File: config.mk
export PLATFORM = sky130hd
export DESIGN_NAME = codec_selftest_shell
export DESIGN_NICKNAME = d
export VERILOG_FILES = /design/src/rtl/cst_pkg.sv /design/src/rtl/cst_encoder.sv /design/src/rtl/cst_decoder.sv /design/src/rtl/cst_pattern_gen.sv /design/src/rtl/cst_resp_check.sv /design/src/rtl/codec_selftest_shell.sv
export SDC_FILE = /design/constraint.sdc
export NUM_CORES = 1
export LEC_CHECK = 0
export ABC_AREA = 1
export ABC_CLOCK_PERIOD_IN_PS = 5900
export BUFFER_PORTS_ARGS = -buffer_cell sky130_fd_sc_hd__buf_2
export CAP_MARGIN = 20
export CORE_ASPECT_RATIO = 2
export CORE_MARGIN = 2
export CORE_UTILIZATION = 44
export CTS_CLUSTER_SIZE = 10
export DETAILED_ROUTE_END_ITERATION = 6
export GPL_TIMING_DRIVEN = 0
export PLACE_DENSITY_LB_ADDON = 0.12
export RECOVER_POWER = 25
export SYNTH_ARGS = -nofsm -noshare
export SYNTH_HDL_FRONTEND = slang
export SYNTH_SLANG_ARGS = --single-unit
File: constraint.sdc
create_clock -name clk -period 5.9 [get_ports clk]
set_input_delay 0.295 -clock clk [delete_from_list [all_inputs] [get_ports clk]]
set_output_delay 0.295 -clock clk [all_outputs]
set_load 0.01 [all_outputs]
File: src/rtl/cst_pkg.sv
package cst_pkg;

   localparam int unsigned CST_DATA_W = 4;
   localparam int unsigned CST_CODE_W = 7;

   // codeword layout (bit 0 first): p1 p2 d1 p3 d2 d3 d4
   function automatic logic [CST_CODE_W-1:0] ham_encode(input logic [CST_DATA_W-1:0] d);
      logic p1, p2, p3;
      p1 = d[0] ^ d[1] ^ d[3];
      p2 = d[0] ^ d[2] ^ d[3];
      p3 = d[1] ^ d[2] ^ d[3];
      return {d[3], d[2], d[1], p3, d[0], p2, p1};
   endfunction

   // syndrome gives the 1-based position of a single flipped bit
   function automatic logic [CST_DATA_W-1:0] ham_decode(input logic [CST_CODE_W-1:0] c);
      logic [2:0]            syn;
      logic [CST_CODE_W-1:0] fixed;
      syn[0] = c[0] ^ c[2] ^ c[4] ^ c[6];
      syn[1] = c[1] ^ c[2] ^ c[5] ^ c[6];
      syn[2] = c[3] ^ c[4] ^ c[5] ^ c[6];
      fixed  = c;
      if (syn != 3'd0) fixed[syn - 3'd1] = ~c[syn - 3'd1];
      return {fixed[6], fixed[5], fixed[4], fixed[2]};
   endfunction

endpackage

File: src/rtl/cst_encoder.sv
module cst_encoder
   import cst_pkg::*;
#(
   parameter int unsigned DATA_W = CST_DATA_W,
   localparam int unsigned CODE_W = CST_CODE_W
) (
   input  logic              clk,
   input  logic              rst,
   input  logic [DATA_W-1:0] word_i,
   output logic [CODE_W-1:0] code_o
);

   generate
      if (DATA_W != CST_DATA_W) begin : g_bad_width
         $error("cst_encoder: only a 4-bit data word is supported");
      end
   endgenerate

   // output isolation register of the encoder
   always_ff @(posedge clk) begin
      if (rst) code_o <= '0;
      else     code_o <= ham_encode(word_i);
   end

endmodule

File: src/rtl/cst_decoder.sv
module cst_decoder
   import cst_pkg::*;
#(
   parameter int unsigned DATA_W = CST_DATA_W,
   localparam int unsigned CODE_W = CST_CODE_W
) (
   input  logic              clk,
   input  logic              rst,
   input  logic [CODE_W-1:0] code_i,
   output logic [DATA_W-1:0] word_o
);

   generate
      if (DATA_W != CST_DATA_W) begin : g_bad_width
         $error("cst_decoder: only a 4-bit data word is supported");
      end
   endgenerate

   // output isolation register of the decoder
   always_ff @(posedge clk) begin
      if (rst) word_o <= '0;
      else     word_o <= ham_decode(code_i);
   end

endmodule

File: src/rtl/cst_pattern_gen.sv
module cst_pattern_gen #(
   parameter int unsigned DATA_W   = 4,
   parameter bit          PAT_GRAY = 1'b0,
   localparam logic [DATA_W-1:0] LAST = {DATA_W{1'b1}}
) (
   input  logic              clk,
   input  logic              rst,
   input  logic              mode,
   input  logic              start,
   output logic [DATA_W-1:0] pat_o,
   output logic              pat_valid_o,
   output logic              pat_last_o
);

   logic              running;
   logic [DATA_W-1:0] cnt;

   always_ff @(posedge clk) begin
      if (rst) begin
         running <= 1'b0;
         cnt     <= '0;
      end else if (!mode) begin
         running <= 1'b0;
      end else if (start) begin
         running <= 1'b1;
         cnt     <= '0;
      end else if (running) begin
         cnt <= cnt + 1'b1;
         if (cnt == LAST) running <= 1'b0;
      end
   end

   generate
      if (PAT_GRAY) begin : g_gray
         assign pat_o = cnt ^ (cnt >> 1);
      end else begin : g_binary
         assign pat_o = cnt;
      end
   endgenerate

   assign pat_valid_o = running;
   assign pat_last_o  = running && (cnt == LAST);

   // an uninterrupted run walks the counter one step per clock
   a_r5_count_step: assert property (@(posedge clk) disable iff (rst)
      (running && mode && !start && cnt != LAST)
      |=> (running && cnt == DATA_W'($past(cnt) + 1'b1)));

endmodule

File: src/rtl/cst_resp_check.sv
module cst_resp_check #(
   parameter int unsigned DATA_W = 4
) (
   input  logic              clk,
   input  logic              rst,
   input  logic              clear,
   input  logic              flush,
   input  logic              app_valid,
   input  logic              app_last,
   input  logic [DATA_W-1:0] app_word,
   input  logic [DATA_W-1:0] resp_word,
   output logic              done_o,
   output logic              fail_o
);

   // two stages match the encoder and decoder registers
   logic              s1_v, s1_last, s2_v, s2_last;
   logic [DATA_W-1:0] s1_w, s2_w;

   always_ff @(posedge clk) begin
      if (rst || clear || flush) begin
         s1_v    <= 1'b0;
         s1_last <= 1'b0;
         s2_v    <= 1'b0;
         s2_last <= 1'b0;
      end else begin
         s1_v    <= app_valid;
         s1_last <= app_last;
         s2_v    <= s1_v;
         s2_last <= s1_last;
      end
      s1_w <= app_word;
      s2_w <= s1_w;
   end

   always_ff @(posedge clk) begin
      if (rst || clear) begin
         done_o <= 1'b0;
         fail_o <= 1'b0;
      end else if (s2_v) begin
         if (resp_word != s2_w) fail_o <= 1'b1;
         if (s2_last)           done_o <= 1'b1;
      end
   end

   // done only rises right after the final comparison
   a_r6_done_after_last: assert property (@(posedge clk) disable iff (rst)
      $rose(done_o) |-> $past(s2_v && s2_last));

   // fail is sticky until a new run is accepted
   a_r7_fail_sticky: assert property (@(posedge clk) disable iff (rst)
      (fail_o && !clear) |=> fail_o);

   // done holds until a new run is accepted
   a_r7_done_holds: assert property (@(posedge clk) disable iff (rst)
      (done_o && !clear) |=> done_o);

endmodule

File: src/rtl/codec_selftest_shell.sv
module codec_selftest_shell
   import cst_pkg::*;
#(
   parameter int unsigned DATA_W   = CST_DATA_W,
   parameter bit          PAT_GRAY = 1'b0,
   localparam int unsigned CODE_W  = CST_CODE_W
) (
   input  logic              clk,
   input  logic              rst,
   input  logic              mode,
   input  logic              start,
   input  logic [DATA_W-1:0] data_in,
   output logic [CODE_W-1:0] code_out,
   output logic [DATA_W-1:0] data_out,
   output logic              done,
   output logic              fail
);

   generate
      if (DATA_W != CST_DATA_W) begin : g_bad_width
         $error("codec_selftest_shell: DATA_W must be 4");
      end
   endgenerate

   logic [DATA_W-1:0] pat_word, enc_src;
   logic              pat_valid, pat_last;
   logic [CODE_W-1:0] code_q;

   cst_pattern_gen #(.DATA_W(DATA_W), .PAT_GRAY(PAT_GRAY)) u_pat (
      .clk         (clk),
      .rst         (rst),
      .mode        (mode),
      .start       (start),
      .pat_o       (pat_word),
      .pat_valid_o (pat_valid),
      .pat_last_o  (pat_last)
   );

   // encoder source: external word or shell pattern
   assign enc_src = mode ? pat_word : data_in;

   cst_encoder #(.DATA_W(DATA_W)) u_enc (
      .clk    (clk),
      .rst    (rst),
      .word_i (enc_src),
      .code_o (code_q)
   );

   // the decoder always takes the encoder's registered codeword
   cst_decoder #(.DATA_W(DATA_W)) u_dec (
      .clk    (clk),
      .rst    (rst),
      .code_i (code_q),
      .word_o (data_out)
   );

   // the codeword never leaves the shell during self-test
   assign code_out = mode ? '0 : code_q;

   cst_resp_check #(.DATA_W(DATA_W)) u_chk (
      .clk       (clk),
      .rst       (rst),
      .clear     (mode && start),
      .flush     (!mode),
      .app_valid (pat_valid),
      .app_last  (pat_last),
      .app_word  (pat_word),
      .resp_word (data_out),
      .done_o    (done),
      .fail_o    (fail)
   );

   // the round trip returns the applied word two clocks later
   logic [1:0] settle;
   always_ff @(posedge clk) begin
      if (rst)                 settle <= '0;
      else if (settle != 2'd2) settle <= settle + 2'd1;
   end

   a_r3_round_trip: assert property (@(posedge clk) disable iff (rst)
      (settle == 2'd2) |-> (data_out == $past(enc_src, 2)));

endmodule

==> impl_results.md <==
- Via count: 1146
- Final hold vios: 0
- Finished Layout Cells: 235
- Fin Hold WS: 0.287 ns
- Maximum vdd ir drop: 0.217 mV
- Die X: 43.2 µm
- DIE AREA: 0.00355 mm²
- WP data arrival: 2.58 ns
- Fin. max-slew vios: 0
- Drc violations: 0
- P&R area growth vs syn: 17.8%
- Post-synth top flop: dfxtp_1
- Synth Area in Compound Gates: 0.0946
- Unrepaired setup endpoints after global routing: no
- WP data required: 6.08 ns
- Routability cong.: 0.781
- Cts repair resizes: 0
- Clock Latency Late Sink: 0.28 ns
- Wire per inst: 11.5 µm
- Final Setup Violations: 0
- Total CTS buffers: 5
- Max cap viols: 0
- Reg clk slew, reported paths: 0.06 ns
- M3 GR Usage: 0.0500
- Clock sinks: 30
- CP max FO: 10
- Ys Warns: 0
- Seq/Total Area, Yosys: 0.445
- CP endpoint kind: flop
- First-pass GRT wire length: 4460 µm
- Largest cells by area after synthesis: dfxtp_1, inv_1, nand2_1
- Total grt overflow: 0
- Met1 usage: 0.174
- Tcrit/Tclk final: 0.406
- TritonCTS clock tree: done
- H-tree depth: 2
- DP Cell Count: 228
- Outcome: finished clean
- Diodes inserted: 0
- Row Count: 28
- Post-synth EDFFs: 0
- Synth Area in Adders: 0.0278
- Core area: 0.00294 mm²
- Largest net degree at the start of global routing: 11
- Share of layout cells above drive strength 1: 0.161
- Simple-gate share of the synthesized area: 0.238
- Avg Cell Area, Syn: 7.49 µm²
- Die H: 82.3 µm
- Synth top area share: 0.445
- Worst setup SP type: flop
- Detailed placement HPWL: 2100 µm
- Setup Buffers After CTS: 0
- Commonest cells post-synth: dfxtp_1, inv_1, nand2_1
- Starting Density: 0.458
- Mux cell area share after synthesis: 0.00742
- Clk buf depth: 2
- Clock Skew: 0.00399 ns
- Pwr/cell area: 344 mW/mm²
- Synth Cell Area: 0.00135 mm²
- Slew margin rel.: 0.677
- Syn Nets: 191
- Setup TNS: 0 ns
- Vias per cell: 4.88
- I/O pin count: 21
- Netlist cell types: 19
- CTS Hold Buffers Added: 0
- Worst Tran Pin Value: 0.480 ns
- Top Usage Layer GRT: met2
- Largest family of logic cells by synthesized area: simple AND/OR/NAND/NOR gates
- Post-route cell area: 0.00159 mm²
- Nets: 216
- GRT Util Overall: 0.173
- First-pass DRT Iterations: 4
- Post-synthesis xor/xnor area fraction: 0.0844
- Slack of the critical path: 3.50 ns
- Placed cell areas: 0.00148 mm²
- Antenna violation net count after detailed routing: 0
- Synth Instances: 180
- CTS Root Cell: clkbuf_8
- Final min period: 2.40 ns
- P_leak: 0.787 nW
- Input/output buffers: 18
- Initial antenna violation count: 0
- Post-synth top area cell: dfxtp_1
- Vias in the first global route: 1060
- FF-to-FF setup slack: 3.50 ns
- Count leader, synth: dfxtp_1
- Iter 0 DRT Violations: 9
- Met2 Usage GRT: 0.307
- #FFs+latches synth: 30
- Dpl ws: 3.49 ns
- Post-synth ARST share: 0
- Worst hold path class: input pin to flop
- Drt total wl: 2710 µm
- Fmax: 417 MHz
- CP Class: flop to flop
==> cell type report <==
cell class	count	area, µm²
multi-input combinational	117	611
clock inverter	1	30.0
inverter	29	109
sequential	30	601
tap	30	37.5
timing repair buffer	18	90.1
fill	311	1350
buffer	4	28.8
clock buffer	6	82.6
==> path summary, 6_finish.rpt <==
check | cells after the start | end | from
max | 13 | u_dec.word_o[2] | u_enc.code_o[2]
min | 3 | u_pat.pat_valid_o | start
max reg2reg | 13 | u_dec.word_o[2] | u_enc.code_o[2]
min reg2reg | 0 | u_chk.s2_w[1] | u_chk.s1_w[1]
==> registers in the layout, summed over array words and instances (netlist names), 4 cells and up <==
name / cells
u_dec.word_o: 4
u_chk.s2_w: 4
u_chk.s1_w: 4
u_pat.pat_o: 4
u_enc.code_o: 7
==> critical path: stages, from the launching register on <==
cell	delay [ns]
dfxtp_1	0.46
xnor2_1	0.17
xor2_1	0.17
ha_1	0.26
clkbuf_8	0.16
nand3_1	0.13
inv_1	0.06
ha_1	0.33
inv_1	0.14
nand3_1	0.09
nor2_1	0.14
nand3_1	0.10
nand2_1	0.06
inv_1	0.03
==> kinds of logic (layout without fill, tap and decap cells) <==
group           count (synthesis)  after routing
flops                          30             30
fa+ha+maj                       3              3
compound gates                 25             25
simple gates                   75             75
mux                             1              1
xor+xnor                       13             13
buf+inv                        33             58
==> power breakdown <==
part / internal (W) / total (W) / switching (W)
sequential: 0.000211 / 0.000219 / 0.00000739
clock: 0.000135 / 0.000208 / 0.0000727
combinational: 0.0000469 / 0.000121 / 0.0000737
total: 0.000393 / 0.000547 / 0.000154
==> per-stage QoR <==
step / util / power (W)
global route: 0.540 / 0.000580
CTS: 0.540 / 0.000552
detailed placement: 0.502 / 0.000344
finish: 0.540 / 0.000547
global placement: 0.502 / 0.000340
floorplan: - / 0.000317
==> layer usage <==
layer / part of all wire / up-vias
li1: - / 613
met1: 0.39 / 499
met2: 0.54 / 28
met3: 0.046 / 6
met4: 0.025 / 0
met5: 0 / -
==> cells in the final DEF (no fill, tap or decap) <==
| cell type | n |
|---|---|
| mux2i_1 | 1 |
| dfxtp_1 | 30 |
| nand2_2 | 4 |
| o21ai_0 | 11 |
| nand3_1 | 15 |
| a21oi_1 | 12 |
| nor2_1 | 22 |
| o21a_1 | 1 |
| xor2_1 | 4 |
| clkbuf_8 | 7 |
| clkbuf_2 | 1 |
| inv_1 | 29 |
| bufinv_16 | 1 |
| o21ai_1 | 1 |
| buf_2 | 20 |
| nand4_1 | 4 |
| ha_1 | 3 |
| nand2_1 | 29 |
| nor3_1 | 1 |
| xnor2_1 | 9 |
Note: power is estimated with default switching activity, not from simulation.
